$ cat config.mk
export PLATFORM = sky130hd
export DESIGN_NAME = nbw_top
export DESIGN_NICKNAME = d
export VERILOG_FILES = /design/src/rtl/nbw_pkg.sv /design/src/rtl/nbw_sync.sv /design/src/rtl/nbw_proto.sv /design/src/rtl/nbw_store.sv /design/src/rtl/nbw_top.sv
export SDC_FILE = /design/constraint.sdc
export NUM_CORES = 1
export LEC_CHECK = 0
export ABC_CLOCK_PERIOD_IN_PS = 4870
export BUFFER_PORTS_ARGS = -buffer_cell sky130_fd_sc_hd__buf_4
export CAP_MARGIN = 30
export CORE_MARGIN = 2
export CORE_UTILIZATION = 26
export CTS_CLUSTER_SIZE = 30
export DETAILED_ROUTE_END_ITERATION = 10
export GPL_TIMING_DRIVEN = 0
export HOLD_SLACK_MARGIN = 0.03
export SYNTH_ARGS = -nofsm -noshare
export SYNTH_HDL_FRONTEND = slang
export SYNTH_SLANG_ARGS = --single-unit
export TNS_END_PERCENT = 30
$ cat constraint.sdc
create_clock -name clk -period 4.87 [get_ports clk]
set_clock_uncertainty 0.1 [all_clocks]
set_input_delay 0.7305 -clock clk [delete_from_list [all_inputs] [get_ports clk]]
set_output_delay 0.7305 -clock clk [all_outputs]
set_load 0.005 [all_outputs]
$ cat src/rtl/nbw_pkg.sv
package nbw_pkg;
  typedef enum logic {
    LOC_TIME = 1'b0,
    LOC_BANK = 1'b1
  } loc_tgt_e;

  function automatic logic is_gate(input logic [3:0] a);
    return a == 4'hF;
  endfunction
endpackage

$ cat src/rtl/nbw_sync.sv
module nbw_sync #(
  parameter int STAGES = 2
) (
  input  logic clk,
  input  logic rst,
  input  logic async_in,
  output logic rise,
  output logic fall
);
  logic [STAGES-1:0] chain;
  logic              last;

  always_ff @(posedge clk) begin
    if (rst) begin
      chain <= '0;
      last  <= 1'b0;
    end else begin
      chain <= {chain[STAGES-2:0], async_in};
      last  <= chain[STAGES-1];
    end
  end

  assign rise = chain[STAGES-1] & ~last;
  assign fall = ~chain[STAGES-1] & last;
endmodule

$ cat src/rtl/nbw_proto.sv
module nbw_proto #(
  parameter int ADDR_W = 4,
  parameter int DATA_W = 4,
  parameter int PTR_W  = 4
) (
  input  logic              clk,
  input  logic              rst,
  input  logic              wr_go,
  input  logic              rd_go,
  input  logic              rd_done,
  input  logic [ADDR_W-1:0] addr,
  input  logic [DATA_W-1:0] wdata,
  output logic [DATA_W-1:0] bank,
  output logic [PTR_W-1:0]  ptr,
  output logic              sel_wr,
  output logic              step
);
  localparam logic [ADDR_W-1:0] GATE = '1;

  logic rd_on_gate;

  assign sel_wr = wr_go && (addr == GATE);
  assign step   = rd_done && rd_on_gate && !sel_wr;

  always_ff @(posedge clk) begin
    if (rst) begin
      rd_on_gate <= 1'b0;
    end else if (rd_go) begin
      rd_on_gate <= (addr == GATE);
    end else if (rd_done) begin
      rd_on_gate <= 1'b0;
    end
  end

  always_ff @(posedge clk) begin
    if (rst) begin
      bank <= '0;
      ptr  <= '0;
    end else if (sel_wr) begin
      bank <= wdata;
      ptr  <= '0;
    end else if (step) begin
      ptr  <= ptr + 1'b1;
    end
  end
endmodule

$ cat src/rtl/nbw_store.sv
module nbw_store #(
  parameter int ADDR_W = 4,
  parameter int DATA_W = 4,
  parameter int PTR_W  = 4
) (
  input  logic                    clk,
  input  logic                    rst,
  input  logic                    bus_wr,
  input  logic [ADDR_W-1:0]       bus_waddr,
  input  logic [DATA_W-1:0]       bus_wdata,
  input  logic                    loc_we,
  input  logic                    loc_bank,
  input  logic [DATA_W+PTR_W-1:0] loc_addr,
  input  logic [DATA_W-1:0]       loc_wdata,
  input  logic [ADDR_W-1:0]       rd_addr,
  input  logic [DATA_W-1:0]       rd_bank,
  input  logic [PTR_W-1:0]        rd_ptr,
  output logic [DATA_W-1:0]       rd_data
);
  import nbw_pkg::*;
  localparam int NTIME = (1 << ADDR_W) - 1;
  localparam int DEPTH = 1 << (DATA_W + PTR_W);
  localparam logic [ADDR_W-1:0] GATE = '1;

  logic [DATA_W-1:0] time_q [NTIME];
  logic [DATA_W-1:0] mem    [DEPTH];
  logic [ADDR_W-1:0] loc_t;

  assign loc_t = loc_addr[ADDR_W-1:0];

  for (genvar i = 0; i < NTIME; i++) begin : g_time
    always_ff @(posedge clk) begin
      if (rst) begin
        time_q[i] <= '0;
      end else if (bus_wr && bus_waddr == ADDR_W'(i)) begin
        time_q[i] <= bus_wdata;
      end else if (loc_we && loc_bank == LOC_TIME && loc_t == ADDR_W'(i)) begin
        time_q[i] <= loc_wdata;
      end
    end
  end

  always_ff @(posedge clk) begin
    if (loc_we && loc_bank == LOC_BANK) begin
      mem[loc_addr] <= loc_wdata;
    end
  end

  always_comb begin
    if (rd_addr == GATE) rd_data = mem[{rd_bank, rd_ptr}];
    else                 rd_data = time_q[rd_addr];
  end
endmodule

$ cat src/rtl/nbw_top.sv
module nbw_top #(
  parameter int ADDR_W = 4,
  parameter int DATA_W = 4,
  parameter int PTR_W  = 4,
  parameter int SYNC_N = 2
) (
  input  logic                    clk,
  input  logic                    rst,
  input  logic                    bus_cs,
  input  logic                    bus_rnw,
  input  logic [ADDR_W-1:0]       bus_addr,
  input  logic [DATA_W-1:0]       bus_wdata,
  output logic [DATA_W-1:0]       bus_rdata,
  output logic                    bus_oe,
  input  logic                    loc_we,
  input  logic                    loc_bank,
  input  logic [DATA_W+PTR_W-1:0] loc_addr,
  input  logic [DATA_W-1:0]       loc_wdata
);
  localparam logic [ADDR_W-1:0] GATE = '1;

  logic rd_act, wr_act;
  logic rd_go, rd_done, wr_go, wr_done;
  logic sel_wr, step;
  logic [DATA_W-1:0] bank, store_data;
  logic [PTR_W-1:0]  ptr;

  assign rd_act = bus_cs & bus_rnw;
  assign wr_act = bus_cs & ~bus_rnw;

  nbw_sync #(.STAGES(SYNC_N)) u_rd_sync (
    .clk(clk), .rst(rst), .async_in(rd_act), .rise(rd_go), .fall(rd_done)
  );

  nbw_sync #(.STAGES(SYNC_N)) u_wr_sync (
    .clk(clk), .rst(rst), .async_in(wr_act), .rise(wr_go), .fall(wr_done)
  );

  nbw_proto #(.ADDR_W(ADDR_W), .DATA_W(DATA_W), .PTR_W(PTR_W)) u_proto (
    .clk(clk), .rst(rst), .wr_go(wr_go), .rd_go(rd_go), .rd_done(rd_done),
    .addr(bus_addr), .wdata(bus_wdata), .bank(bank), .ptr(ptr),
    .sel_wr(sel_wr), .step(step)
  );

  nbw_store #(.ADDR_W(ADDR_W), .DATA_W(DATA_W), .PTR_W(PTR_W)) u_store (
    .clk(clk), .rst(rst),
    .bus_wr(wr_go && bus_addr != GATE), .bus_waddr(bus_addr), .bus_wdata(bus_wdata),
    .loc_we(loc_we), .loc_bank(loc_bank), .loc_addr(loc_addr), .loc_wdata(loc_wdata),
    .rd_addr(bus_addr), .rd_bank(bank), .rd_ptr(ptr), .rd_data(store_data)
  );

  assign bus_oe    = rd_act;
  assign bus_rdata = rd_act ? store_data : '0;

  logic unused_wr_done;
  assign unused_wr_done = wr_done;
endmodule

## Word-level counts from Yosys, hierarchy flattened

Memory sizes are Yosys's and may differ from the RTL's.
Index checks and enable logic that the tools add are counted.

- Flip-flop bits (word level): 15
- Output and inout port bits: 5
- Input bits: 26
- Bits in writable memories: 1,084
- Word-level logic and storage cells: 264
- Memories kept: 2

Memory list:

| name | depth | bits a word | read ports | clocked after Yosys merged registers in | write ports | line | text |
|---|---|---|---|---|---|---|---|
| u_store.mem | 256 | 4 | 1 | 0 | 1 | nbw_store.sv:26 | `logic [DATA_W-1:0] mem [DEPTH];` |
| u_store.time_q | 15 | 4 | 1 | 0 | 15 | nbw_store.sv:25 | `logic [DATA_W-1:0] time_q [NTIME];` |

- Bitwise gates (word level): 40
- Multiplexer cells: 143
- $add $sub $neg: 1
- Reduce and logical (&&, ||, !) cells: 41
- Eq/ne operators: 30

Operators by type and width:

| kind | number |
|---|---|
| $mux W4 | 32 |
| $mux W1 | 111 |
| $eq A4 B4 Y1 const B | 15 |
| $logic_and A1 B1 Y1 | 36 |
| $eq A4 B3 Y1 const B | 8 |
| $or A1 B1 Y1 | 30 |
| $eq A4 B2 Y1 const B | 4 |
| $eq A4 B1 Y1 const B | 2 |
| $logic_not A4 Y1 | 2 |
| $and A1 B1 Y1 | 5 |
| $not A1 Y1 | 5 |
| $add A4 B1 Y4 const B | 1 |
| $ne A4 B4 Y1 const B | 1 |
| $reduce_bool A2 Y1 | 1 |
| $reduce_or A2 Y1 | 1 |
| $logic_not A1 Y1 | 1 |

## Longest topological paths before layout

- Depth after elaboration: 9
- Depth in mapped cells: 10
- Gate-level depth less buffers: 6

## Modules after synthesis

Synthesis repeated with hierarchy kept, for this count alone.

- Cell total of the unflattened synthesis: 2,440
- Area total of the unflattened synthesis: 44,652.8 µm²

By module, submodules not included:

| module | area each (µm²) | seq. area each (µm²) | cells an instance | instances |
|---|---|---|---|---|
| nbw_store | 44,038.5 | 32,551.2 | 2,373 | 1 |
| nbw_proto | 381.6 | 180.2 | 43 | 1 |
| nbw_sync | 91.3 | 60.1 | 8 | 2 |
| nbw_top | 50.0 | 0.0 | 8 | 1 |

## Worst setup path after synthesis

OpenSTA, ideal clock, no wires.

- Path type: input-to-output
- From: input bus_addr[0]
- To: output bus_rdata[1]
- Data arrival time: 2.505 ns
- Buffers on the path: 2
- Stages: 7
- Data required time: 4.039 ns
- Path slack: 1.535 ns
- Cells stage by stage: buf_2 -> buf_2 -> mux4_2 -> mux4_2 -> and2_1 -> o41ai_2 -> o31ai_1

- Word-level cells in the longest chain between the ends: 3
- Elaborated cells on any way between the ends: 4
- Those cells by class: eq/ne: 1; mux: 2; memory: 1

Ends and longest elaborated chain:

| what | line | text |
|---|---|---|
| start: declaration | nbw_top.sv:11 | `input logic [ADDR_W-1:0] bus_addr,` |
| $mem_v2 Z15 W4 or $eq A4 B4 Y1 (tied branches) | - |  |
| $mux W4 (*) | nbw_store.sv:50 | `if (rd_addr == GATE) rd_data = mem[{rd_bank, rd_ptr}];` |
| $mux W4 (*) | nbw_top.sv:53 | `assign bus_rdata = rd_act ? store_data : '0;` |
| end: declaration | nbw_top.sv:13 | `output logic [DATA_W-1:0] bus_rdata,` |

Every way passes the cells marked *; elsewhere a longest branch is shown, timed or not.

## Final worst setup path

- From: register u_proto.bank[0]
- To: output bus_rdata[1]

- Word-level cells in the longest chain between the ends: 3

Ends and longest elaborated chain:

| what | line | text |
|---|---|---|
| start: declaration | nbw_proto.sv:13 | `output logic [DATA_W-1:0] bank,` |
| start signal: assignment | nbw_proto.sv:40 | `bank <= wdata;` |
| $mem_v2 Z256 W4 | - |  |
| $mux W4 | nbw_store.sv:50 |  |
| $mux W4 | nbw_top.sv:53 |  |

No other way between the ends.

==> impl_metrics.py <==
metrics = {
    "global_route": {
        "grt_max_degree": 160,
        "antenna_found_initial": 7,
        "grt_pass1_vias": 24341,
        "track_usage": 0.142,
        "grt_pass1_wl_mm": 179,
        "overflow": 0,
    },
    "cells_and_area": {
        "area_growth_syn_to_layout_pct": 16.4,
        "drive_gt1_frac": 0.196,
        "finalNetCount": 2635,
        "stdcell_count": 4914,
        "fin_area_sq_mm": 0.0517,
    },
    "logic_synthesis": {
        "yosysSeqAreaShare": 0.739,
        "synth_top_area_cell": "edfxtp_1",
        "syn-cell-area_sq_mm": 0.0445,
        "ys_seq_elements": 1099,
        "syn_inst": 2444,
        "synth_fp_nets": 2473,
        "synth_top_area_share": 0.732,
        "synth_ff_type": "edfxtp_1",
        "yosysMostFrequentCell": "edfxtp_1",
        "synth_cell_types": 50,
        "yosys_warnings": 0,
        "synth_edf_count": 1084,
        "syn_avg_cell_area_sq_um": 18.2,
        "async_flop_share": 0,
        "yosys-top-cells-area": "edfxtp_1, mux4_2, mux2i_1",
        "synthTopCellsByCount": "edfxtp_1, nor2_1, mux4_2",
    },
    "timing": {
        "timing.final.crit_share": 1.00,
        "fmax_ghz": 0.205,
        "setup_ws_ns": -0.0162,
        "whs_ns": 0.110,
        "post-route-min-period_ns": 4.89,
        "hold_violations": 0,
        "tightest_slew_ns": 1.06,
        "slew_headroom": 0.291,
        "rsz0062_at_grt": "yes",
        "report.final.slew_viol_count": 0,
        "setup_viol": 1,
    },
    "place": {
        "placed_area_sq_mm": 0.0479,
        "post-place-ws_ns": -0.356,
        "dp_hpwl_mm": 86.2,
        "port_buffers": 21,
        "dp.cells": 4709,
        "gp_congestion": 0.940,
    },
    "power": {
        "cellPowerDensity_mw_per_mm2": 370,
        "ir_worst_vdd_mv": 0.242,
        "power_mw": 19.2,
        "p_leak_nw": 15.1,
    },
    "clock_tree": {
        "clk_latency_ns": 0.68,
        "htree_levels": 3,
        "cts_hold_buf": 0,
        "clock_path_buffers": 3,
        "cts_tree": "done",
        "cts-root-buf": "clkbuf_16",
        "clock-sinks": 1099,
        "cts_buffers": 110,
        "cts.clk_slew.worst_paths_ns": 0.06,
    },
    "setup_path": {
        "timing.critical_path.cells": "buf_4, buf_4, mux4_2, o21ai_0, a41oi_1, o41ai_4, o31ai_1, buf_2, buf_4",
        "slowest_stage": "dfxtp_1",
        "crit_fanout": 10,
        "start_kind": "flop",
        "timing.critical_path.to_type": "output pin",
        "crit_required_ns": 4.04,
        "criticalPathCategory": "reg -> out",
        "rr_worst_depth": 8,
        "arrival_ns": 4.06,
        "cp_common_cell": "buf_4",
        "slowest_delay_ns": 0.58,
    },
    "status": {
        "outcome": "complete, but fails checks",
        "violations": "setup timing",
    },
    "die": {
        "dieArea_sq_mm": 0.174,
        "start_util": 0.262,
        "fp.dieW_um": 418,
        "die_h_um": 418,
        "ios": 31,
        "rows": 151,
        "core-area_sq_mm": 0.170,
    },
    "route": {
        "post-route-drc-count": 0,
        "routed_via_density": 5.00,
        "ant_nets": 0,
        "routedWlPerCell_um": 25.8,
        "drt_iter0_drc": 3115,
        "vias": 24574,
        "wirelength_mm": 127,
        "first_pass_iters": 5,
    },
    "worst_hold_path": {
        "hp-class": "in -> reg",
        "hold_depth": 2,
    },
    "flow_run": {
        "maxCapViolCount": 0,
    },
}
## through the flow
step,utilization,TNS [ns]
floorplan,-,0
global placement,0.279,-1.69
detailed placement,0.282,-0.819
CTS,0.305,0
global route,0.305,-0.00777
finish,0.305,-0.0162
## layout by cell type, fill, tap and decap left out, types with 33 or more instances in the layout
cell type  instances
nor3_1            37
a221oi_1          56
edfxtp_1        1084
mux4_2           207
o21ai_0           57
a22o_1            71
clkbuf_1          88
nor2_1           305
clkinv_1          33
mux2i_1          153
nand2_1           49
buf_4             43
clkbuf_16        110
## sequential cells by signal, indices dropped and copies added, names as in the netlist
register and count:
u_proto.bank 4, u_proto.ptr 4, u_proto.rd_on_gate 1, u_rd_sync.chain 2
u_rd_sync.last 1, u_store.mem 1024, u_store.time_q 60, u_wr_sync.chain 2
u_wr_sync.last 1
## kinds of logic after synthesis
family	share of synthesized area
AO/OA/AOI/OAI	0.0494
buffers and inverters	0.0188
adder cells (fa/ha/maj)	0.000844
AND/OR/NAND/NOR	0.0508
multiplexers	0.141
flip-flops	0.739
XOR/XNOR	0.000591
## layout make-up
class	count	area [sq um]
fillers	16462	118000
flip-flops and latches	1099	32900
repair buffers	50	663
plain buffers	170	1010
diodes	2	5.00
clock inverters	71	646
multi-input cells	1170	10900
clock buffers	129	2840
well taps	2218	2780
inverters	5	18.8
## layer usage
| layer | GRT usage | wire length, um | vias to the layer above |
|---|---|---|---|
| met4 | 0.0533 | 4660 | 0 |
| met1 | 0.191 | 51000 | 12865 |
| met2 | 0.231 | 60100 | 1223 |
| met5 | 0 | 0 | - |
| met3 | 0.0238 | 10800 | 217 |
| li1 | - | - | 10269 |
## critical path: cells and delay by family (launching register included)
| family | cells | cell delay, ns |
|---|---|---|
| AO/OA/AOI/OAI | 4 | 1.35 |
| multiplexers | 1 | 0.37 |
| flip-flops | 1 | 0.58 |
| buffers and inverters | 4 | 1.03 |
## path summary, 6_finish.rpt
check | slack (ns) | from | endpoint
max | -0.02 | u_proto.bank[0]$_SDFFE_PP0P_ | bus_rdata[1]
min | 0.11 | bus_rnw | u_wr_sync.chain[0]$_SDFF_PP0_
max reg2reg | 2.41 | u_proto.ptr[0]$_SDFFE_PP0P_ | u_proto.ptr[3]$_SDFFE_PP0P_
min reg2reg | 0.36 | u_rd_sync.chain[0]$_SDFF_PP0_ | u_rd_sync.chain[1]$_SDFF_PP0_
## power breakdown
part           total (mW)  leakage, nW  switching [mW]  internal, mW
sequential           10.4         9.94          0.0102          10.4
clock                8.33         1.71            3.55          4.78
combinational       0.398         3.46           0.313        0.0847
## timing repair
item                                    4_1_cts  5_1_grt
gates cloned                                  0        0
pin swaps                                     6        3
gates resized for setup                     100       22
setup buffers                                 2        0
endpoints found under the setup margin        4        4
endpoints found under the hold margin         0        0
(Power assumes the default switching activity.)
